$ cat config.mk
export PLATFORM = sky130hd
export DESIGN_NAME = resv_monitor
export DESIGN_NICKNAME = d
export VERILOG_FILES = /design/src/rtl/resv_pkg.sv /design/src/rtl/resv_fault_decode.sv /design/src/rtl/resv_granule_cmp.sv /design/src/rtl/resv_state.sv /design/src/rtl/resv_monitor.sv
export SDC_FILE = /design/constraint.sdc
export NUM_CORES = 1
export LEC_CHECK = 0
export BUFFER_PORTS_ARGS = -buffer_cell sky130_fd_sc_hd__buf_2
export CORE_MARGIN = 5
export CORE_UTILIZATION = 42
export DETAILED_ROUTE_END_ITERATION = 10
export HOLD_SLACK_MARGIN = 0.05
export PLACE_DENSITY = 0.77
export RECOVER_POWER = 50
export SLEW_MARGIN = 5
export SYNTH_ARGS = -nofsm -noshare
export SYNTH_HDL_FRONTEND = slang
export SYNTH_SLANG_ARGS = --single-unit
export TNS_END_PERCENT = 1
$ cat constraint.sdc
create_clock -name clk -period 1.5 [get_ports clk]
set_input_delay 0.375 -clock clk [delete_from_list [all_inputs] [get_ports clk]]
set_output_delay 0.375 -clock clk [all_outputs]
set_load 0.005 [all_outputs]
$ cat src/rtl/resv_pkg.sv
package resv_pkg;
   typedef enum logic [1:0] {
      OP_NONE = 2'b00,
      OP_LRSV = 2'b01,
      OP_SCND = 2'b10,
      OP_RSVD = 2'b11
   } resv_op_e;

   typedef struct packed {
      logic align;
      logic storage;
   } resv_fault_t;
endpackage

$ cat src/rtl/resv_fault_decode.sv
module resv_fault_decode
   import resv_pkg::*;
#(
   parameter int WORD_LG = 2,
   parameter int ATTR_W  = 4,
   parameter int WT_BIT  = 3
) (
   input  logic              op_active,
   input  logic [WORD_LG-1:0] addr_low,
   input  logic [ATTR_W-1:0] attr,
   input  logic              locked,
   output resv_fault_t       flt
);
   logic misaligned;
   logic unused_attr;

   assign misaligned  = |addr_low;
   assign unused_attr = ^attr;

   // alignment wins over storage
   always_comb begin
      flt.align   = op_active & misaligned;
      flt.storage = op_active & ~misaligned & (attr[WT_BIT] | locked);
   end
endmodule

$ cat src/rtl/resv_granule_cmp.sv
module resv_granule_cmp #(
   parameter int ADDR_W     = 32,
   parameter int GRANULE_LG = 5,
   localparam int TAG_W     = ADDR_W - GRANULE_LG
) (
   input  logic              probe_valid,
   input  logic [ADDR_W-1:0] probe_addr,
   input  logic              tag_valid,
   input  logic [TAG_W-1:0]  tag,
   output logic              hit
);
   logic unused_low;
   assign unused_low = ^probe_addr[GRANULE_LG-1:0];
   assign hit = probe_valid & tag_valid & (probe_addr[ADDR_W-1:GRANULE_LG] == tag);
endmodule

$ cat src/rtl/resv_state.sv
module resv_state #(
   parameter int TAG_W = 27
) (
   input  logic             clk,
   input  logic             rst_n,
   input  logic             set,
   input  logic [TAG_W-1:0] set_tag,
   input  logic             clear,
   output logic             held,
   output logic [TAG_W-1:0] tag
);
   always_ff @(posedge clk) begin
      if (!rst_n) begin
         held <= 1'b0;
         tag  <= '0;
      end else if (set) begin
         held <= 1'b1;
         tag  <= set_tag;
      end else if (clear) begin
         held <= 1'b0;
      end
   end
endmodule

$ cat src/rtl/resv_monitor.sv
module resv_monitor
   import resv_pkg::*;
#(
   parameter int ADDR_W     = 32,
   parameter int GRANULE_LG = 5,
   parameter int WORD_LG    = 2,
   parameter int ATTR_W     = 4,
   parameter int WT_BIT     = 3,
   parameter int SNOOP_N    = 2
) (
   input  logic                      clk,
   input  logic                      rst_n,
   input  logic [1:0]                op_kind,
   input  logic [ADDR_W-1:0]         op_addr,
   input  logic [ATTR_W-1:0]         page_attr,
   input  logic                      dcache_locked,
   input  logic [SNOOP_N-1:0]        snoop_valid,
   input  logic [SNOOP_N*ADDR_W-1:0] snoop_addr,
   output logic                      sc_done,
   output logic                      sc_success,
   output logic                      fault_align,
   output logic                      fault_storage
);
   localparam int TAG_W = ADDR_W - GRANULE_LG;

   if (WORD_LG < 1 || GRANULE_LG < WORD_LG || GRANULE_LG >= ADDR_W) begin : g_bad_geom
      $error("resv_monitor: need 1 <= WORD_LG <= GRANULE_LG < ADDR_W");
   end
   if (WT_BIT < 0 || WT_BIT >= ATTR_W) begin : g_bad_attr
      $error("resv_monitor: WT_BIT outside page_attr");
   end
   if (SNOOP_N < 1) begin : g_bad_snoop
      $error("resv_monitor: SNOOP_N must be at least 1");
   end

   resv_op_e    opk;
   logic        is_lr, is_sc, op_active;
   resv_fault_t flt;
   logic        fault_any;
   logic        held;
   logic [TAG_W-1:0] held_tag;
   logic        op_hit;
   logic [SNOOP_N-1:0] snoop_hits;
   logic        snoop_hit;
   logic        lr_take, sc_take, sc_pass;

   assign opk       = resv_op_e'(op_kind);
   assign is_lr     = (opk == OP_LRSV);
   assign is_sc     = (opk == OP_SCND);
   assign op_active = is_lr | is_sc;

   resv_fault_decode #(
      .WORD_LG (WORD_LG),
      .ATTR_W  (ATTR_W),
      .WT_BIT  (WT_BIT)
   ) u_fault (
      .op_active (op_active),
      .addr_low  (op_addr[WORD_LG-1:0]),
      .attr      (page_attr),
      .locked    (dcache_locked),
      .flt       (flt)
   );

   assign fault_any = flt.align | flt.storage;

   resv_granule_cmp #(
      .ADDR_W     (ADDR_W),
      .GRANULE_LG (GRANULE_LG)
   ) u_op_cmp (
      .probe_valid (is_sc),
      .probe_addr  (op_addr),
      .tag_valid   (held),
      .tag         (held_tag),
      .hit         (op_hit)
   );

   for (genvar gi = 0; gi < SNOOP_N; gi++) begin : g_snoop
      resv_granule_cmp #(
         .ADDR_W     (ADDR_W),
         .GRANULE_LG (GRANULE_LG)
      ) u_snoop_cmp (
         .probe_valid (snoop_valid[gi]),
         .probe_addr  (snoop_addr[gi*ADDR_W +: ADDR_W]),
         .tag_valid   (held),
         .tag         (held_tag),
         .hit         (snoop_hits[gi])
      );
   end

   assign snoop_hit = |snoop_hits;
   assign lr_take   = is_lr & ~fault_any;
   assign sc_take   = is_sc & ~fault_any;
   assign sc_pass   = sc_take & op_hit & ~snoop_hit;

   resv_state #(
      .TAG_W (TAG_W)
   ) u_state (
      .clk     (clk),
      .rst_n   (rst_n),
      .set     (lr_take),
      .set_tag (op_addr[ADDR_W-1:GRANULE_LG]),
      .clear   (sc_take | snoop_hit),
      .held    (held),
      .tag     (held_tag)
   );

   always_ff @(posedge clk) begin
      if (!rst_n) begin
         sc_done       <= 1'b0;
         sc_success    <= 1'b0;
         fault_align   <= 1'b0;
         fault_storage <= 1'b0;
      end else begin
         sc_done       <= is_sc;
         sc_success    <= sc_pass;
         fault_align   <= flt.align;
         fault_storage <= flt.storage;
      end
   end
endmodule

; ---- After elaboration in Yosys (flattened, before gate mapping)
; Cells that the tools add are included.
[word_totals]
wordCells = 36
inputBits = 107
reg_bits = 32
out_inout_bits = 4
[op_classes]
n_eq_ne = 5
reduce_logical = 3
mux = 2
n_bitwise = 20
[op_table]
columns = operator, n
row1 = 27-bit == test, 3
row2 = 1-bit bitwise AND, 13
row3 = 1-bit bitwise OR, 4
row4 = 2-bit OR reduction, 2
row5 = 1-bit NOT, 3
row6 = "2-bit by 1-bit == test with 1-bit output, second input constant", 1
row7 = "2-bit == test, second input constant", 1
row8 = 1-bit 2-to-1 mux, 2
row9 = 2-bit nonzero test, 1

; ---- Longest topological paths before layout
[logic_depth]
ltp_word = 10
mapped_depth = 8
ltp_nobuf = 7

; ---- Cells and area by module
; A second synthesis with hierarchy kept.
[unflattened]
hier_cells = 220
area_unflattened_um2 = 2178.3
[modules_own_cells]
columns = mod, area_each_um2, n_inst, cells_per_inst
row1 = resv_state, 1072.3, 1, 89
row2 = resv_granule_cmp, 302.8, 3, 37
row3 = resv_monitor, 171.4, 1, 17
row4 = resv_fault_decode, 26.3, 1, 3

; ---- Least setup slack after synthesis
; OpenSTA, ideal clock, no wires.
[synth_path]
path_type = input-to-reg
startpoint = in op_kind[0]
endpoint = reg u_state.held
stages = 8
setup_ps = 119
required_time_ps = 1381
t_arrival_ps = 1397
path_slack_ps = -16
path_buffers = 2
cell_sequence = inv_1 > ha_1 > a21o_2 > and2_1 > buf_6 > buf_6 > nand2_1 > o21ai_1
[synth_between]
elab_chain_len = 9
word_cells_on_any_way = 13
cone_classes = eq/ne: 2 / mux: 1 / bitwise: 9 / reduce/logical: 1
[synth_rtl]
columns = element, line_no
row1 = from (decl), resv_monitor.sv:13  ; input logic [1:0] op_kind,
row2 = 2-bit by 1-bit == test with 1-bit output / 2-bit == test (equally long branches), "resv_monitor.sv:48, resv_monitor.sv:49"
row3 = 1-bit bitwise OR, resv_monitor.sv:50  ; assign op_active = is_lr | is_sc;
row4 = 1-bit bitwise AND (2 in series), resv_fault_decode.sv:23  ; flt.storage = op_active & ~misaligned & (attr[WT_BIT] | locked);
row5 = 1-bit bitwise OR, resv_monitor.sv:64  ; assign fault_any = flt.align | flt.storage;
row6 = 1-bit NOT, "resv_monitor.sv:91, resv_monitor.sv:92"
row7 = 1-bit bitwise AND, resv_monitor.sv:92  ; assign sc_take = is_sc & ~fault_any;
row8 = 1-bit bitwise OR, resv_monitor.sv:102  ; .clear (sc_take | snoop_hit),
row9 = 2-bit nonzero test (no line), -
row10 = to (signal assigned), resv_state.sv:14  ; held <= 1'b0;
row11 = to (signal assigned), resv_state.sv:17  ; held <= 1'b1;
row12 = to (signal assigned), resv_state.sv:20  ; held <= 1'b0;
row13 = to (decl), resv_state.sv:9  ; output logic held,
; Several ways; a longest one is shown, not always the timed one.
; A chain may end at the register's enable or synchronous reset.

; ---- Worst setup path after layout
[layout_path]
startpoint = reg u_state.tag[8]
endpoint = reg sc_success
[layout_between]
elab_chain_len = 5
word_cells_on_any_way = 10
cone_classes = eq/ne: 3 / bitwise: 6 / reduce/logical: 1
[layout_rtl]
columns = element, line_no
row1 = from (decl), resv_state.sv:10  ; output logic [TAG_W-1:0] tag
row2 = from (signal assigned), resv_state.sv:18  ; tag <= set_tag;
row3 = 27-bit == test, resv_granule_cmp.sv:14  ; assign hit = probe_valid & tag_valid & (probe_addr[ADDR_W-1:GRANULE_LG] == tag);
row4 = 1-bit bitwise AND, resv_granule_cmp.sv:14
row5 = 2-bit OR reduction, resv_monitor.sv:90  ; assign snoop_hit = |snoop_hits;
row6 = 1-bit NOT, resv_monitor.sv:93  ; assign sc_pass = sc_take & op_hit & ~snoop_hit;
row7 = 1-bit bitwise AND *, resv_monitor.sv:93
row8 = to (signal assigned), resv_monitor.sv:115  ; sc_success <= sc_pass;
row9 = to (decl), resv_monitor.sv:20  ; output logic sc_success,
; Mark *: on every way between the ends. The rest lies on a longest branch, timed or not.

==> results_dict.tcl <==
set metrics [dict create \
    p_per_area_nw_per_um2 732 \
    first_pass_iters 6 \
    syn_nets 377 \
    worstMarginPinSlew_ns 0.345 \
    fp-row-count 26 \
    synth_fa_ha_area_share_pct 1.13 \
    synth-simple-area-share_pct 24.8 \
    drive_above_1_share_pct 33.5 \
    timing_worst_setup_path_type "reg -> reg" \
    cts_max_level 2 \
    synth_edf_count 0 \
    diodes 0 \
    cts.path.max_buffers 2 \
    placed_area_um2 2790 \
    period_share_pct 97.5 \
    gp_congestion 0.936 \
    slowest_delay_ns 0.37 \
    overflow 0 \
    remaining_drc_errors 0 \
    synth_seq_area_share_pct 28.9 \
    min_to "fault_storage" \
    gr-max-usage-layer "met2" \
    setup_viol 0 \
    io_buffers 94 \
    vias 2265 \
    die_x_um 82.7 \
    synth_area_um2 2220 \
    yosysWarnings 0 \
    slew_viol_final 0 \
    drt_iter0_markers 155 \
    reg2reg_to "sc_success" \
    leakage_nw 1.29 \
    status "finished clean" \
    ys_ff_latch 32 \
    antenna_found_initial 0 \
    hpwl_um 5480 \
    period_minus_slack_ns 1.46 \
    critPathCaptureType "flop" \
    core_um2 5110 \
    r2r_cells 6 \
    grt_pass1_vias 2117 \
    crit_required_ns 1.68 \
    grt_pass1_wl_um 10000 \
    clock_latency_ns 0.29 \
    initial_core_util_pct 43.4 \
    synth_compound_gate_area_share_pct 10.3 \
    path_buf_inv 1 \
    crit_chain "buf_4 -> xor2_1 -> nor4_1 -> nand4_1 -> o22ai_1 -> nor2_1" \
    grt_use_met3_pct 5.53 \
    final_nets 478 \
    hold_violations 0 \
    critPathTopFamily "simple AND/OR/NAND/NOR gates" \
    clock_skew_ns 0.00507 \
    rrSetupSlack_ns 0.04 \
    worstHoldPathType "in -> reg" \
    synth_top_family_by_area "XOR/XNOR gates" \
    grt_util_met2_pct 34.3 \
    rr_startpoint "u_state.tag[8]" \
    die_h_um 82.7 \
    viasPerCell 5.15 \
    cts_tree "done" \
    worst_ep_arrival_time_ns 1.64 \
    ys_async_sr_fraction_pct 0 \
    peakVddDrop_v 0.000433 \
    grt_max_degree 31 \
    post-route-cell-area_um2 2930 \
    met1_usage_pct 23.5 \
    max_freq_ghz 0.684 \
    routed_wl_um 6910 \
    synthDistinctLibCells 24 \
    detailedPlace.worstSlack_ns -0.117 \
    whs_path_depth 2 \
    dieArea_um2 6840 \
    syn_inst 268 \
    hold_buffers 0 \
    fin_ws_ns 0.0375 \
    cp_slowest_cell "dfxtp_1" \
    io_pins 111 \
    synthToLayoutAreaGrowth_pct 32.1 \
    drtAntennaViolNets 0 \
    muxShareOfSynthArea_pct 0 \
    synth-xor-area-share_pct 32.0 \
    syn_area_per_cell_um2 8.28 \
    dominantRegCellSynth "dfxtp_1" \
    clkSlewWorstSetupHoldPaths_ns 0.07 \
    cp_max_fo 3 \
    grtUsageTotal_pct 19.9 \
    root_buffer "clkbuf_8" \
    worstHoldStart "op_addr[1]" \
    cap_violations 0 \
    setup.worst_path.start_class "flop" \
    avgRoutedWirePerCell_um 15.7 \
    slew_headroom_pct 76.7 \
    hold_slack_ns 0.258 \
    cts_num_sinks 32 \
    fillerInstances 495 \
    cts_buffers 5 \
]
[what timing repair did]
action,CTS,global route
setup endpoints to repair,1,2
gates resized for setup,0,15
buffers inserted,0,1
pin swaps,1,8
endpoints found under the hold margin,0,0
[power breakdown]
part / leakage, nW / total [mW] / internal, mW / switching [mW]
clock network: 0.0455 / 0.694 / 0.374 / 0.320
registers: 0.265 / 0.934 / 0.885 / 0.0490
logic: 0.984 / 0.519 / 0.252 / 0.267
total: 1.29 / 2.15 / 1.51 / 0.636
[metrics by stage]
stage | setup TNS (ns) | std cells | util (%) | power, mW
2_1_floorplan | 0 | 268 | - | 1.22
3_3_place_gp | -1.22 | 431 | 54.6 | 1.44
3_5_place_dp | -1.67 | 431 | 54.6 | 1.46
4_1_cts | 0 | 439 | 56.3 | 2.15
5_1_grt | -0.0416 | 440 | 57.4 | 2.26
6_report | 0 | 440 | 57.4 | 2.15
[layer usage]
layer,part of all wire [%],routed length [um]
met5,0,0
met4,2.3,160
met2,49,3400
met3,8.3,576
met1,40,2780
[synthesized netlist by cell type (2+ instances only)]
library cell	number	area, um2
a21boi_1	19	143
clkbuf_1	3	11.3
o22ai_1	2	12.5
nand2_1	58	218
dfxtp_1	32	641
buf_6	3	33.8
ha_1	2	25.0
a21boi_0	8	60.1
nor4_1	19	119
nor2_1	10	37.5
inv_1	2	7.51
and2_1	2	12.5
xor2_1	54	473
nor4_2	3	37.5
nand3_1	2	10.0
xnor2_1	27	236
nand4_1	15	93.8
[state kept, by name, indices dropped and copies added, names as in the netlist]
signal / flops
fault_align: 1
fault_storage: 1
sc_done: 1
sc_success: 1
u_state.held: 1
u_state.tag: 27
[cell usage in the layout, fill, tap and decap left out]
cell      synthesis  layout
nand3_1           2       2
dfxtp_4           0       2
nor4_1           19      17
nand2b_1          1       1
buf_12            0       1
a21o_2            1       1
a21boi_1         19       9
clkbuf_1          3       4
xnor2_1          27      27
buf_4             1       7
a21boi_0          8      18
nor4_2            3       4
nor2_1           10      10
xor2_1           54      53
nor4_4            0       1
inv_1             2       2
ha_1              2       2
o22ai_2           0       1
and2_0            0       1
buf_2             1      92
xor2_2            0       1
o21ai_1           1       1
nor4b_1           1       1
nand4_1          15      15
and2_4            0       1
nand2_1          58      58
dfxtp_2           0       6
nand2_2           1       1
clkbuf_8          0       6
o22ai_1           2       1
dfxtp_1          32      24
[layout make-up]
cell class	instances	area, um2	share of cell area (%)
tap	70	87.6	2.99
inverter	2	7.51	0.256
sequential	32	656	22.4
clock buffer	8	90.1	3.07
multi-input combinational	226	1550	52.9
timing repair buffer	102	541	18.4
[cells by family (layout without fill, tap and decap cells)]
logic type,after synthesis,after routing
AND/OR/NAND/NOR,112,112
XOR/XNOR,81,81
flip-flops,32,32
AO/OA/AOI/OAI,31,31
buffers and inverters,10,112
adder cells (fa/ha/maj),2,2
[how the worst max path moves through the flow]
| stage | startpoint | to | slack [ns] | cells after the start |
|---|---|---|---|---|
| CTS | u_state.tag[19] | u_state.held | 0.03 | 5 |
| floorplan | op_kind[0] | u_state.held | 0.009 | 8 |
| global placement | op_kind[0] | u_state.tag[4] | -0.06 | 7 |
| detailed placement | op_kind[0] | u_state.tag[5] | -0.12 | 7 |
| finish | u_state.tag[8] | sc_success | 0.04 | 6 |
| global route | u_state.tag[0] | u_state.held | -0.03 | 6 |
(Power assumes the default switching activity.)
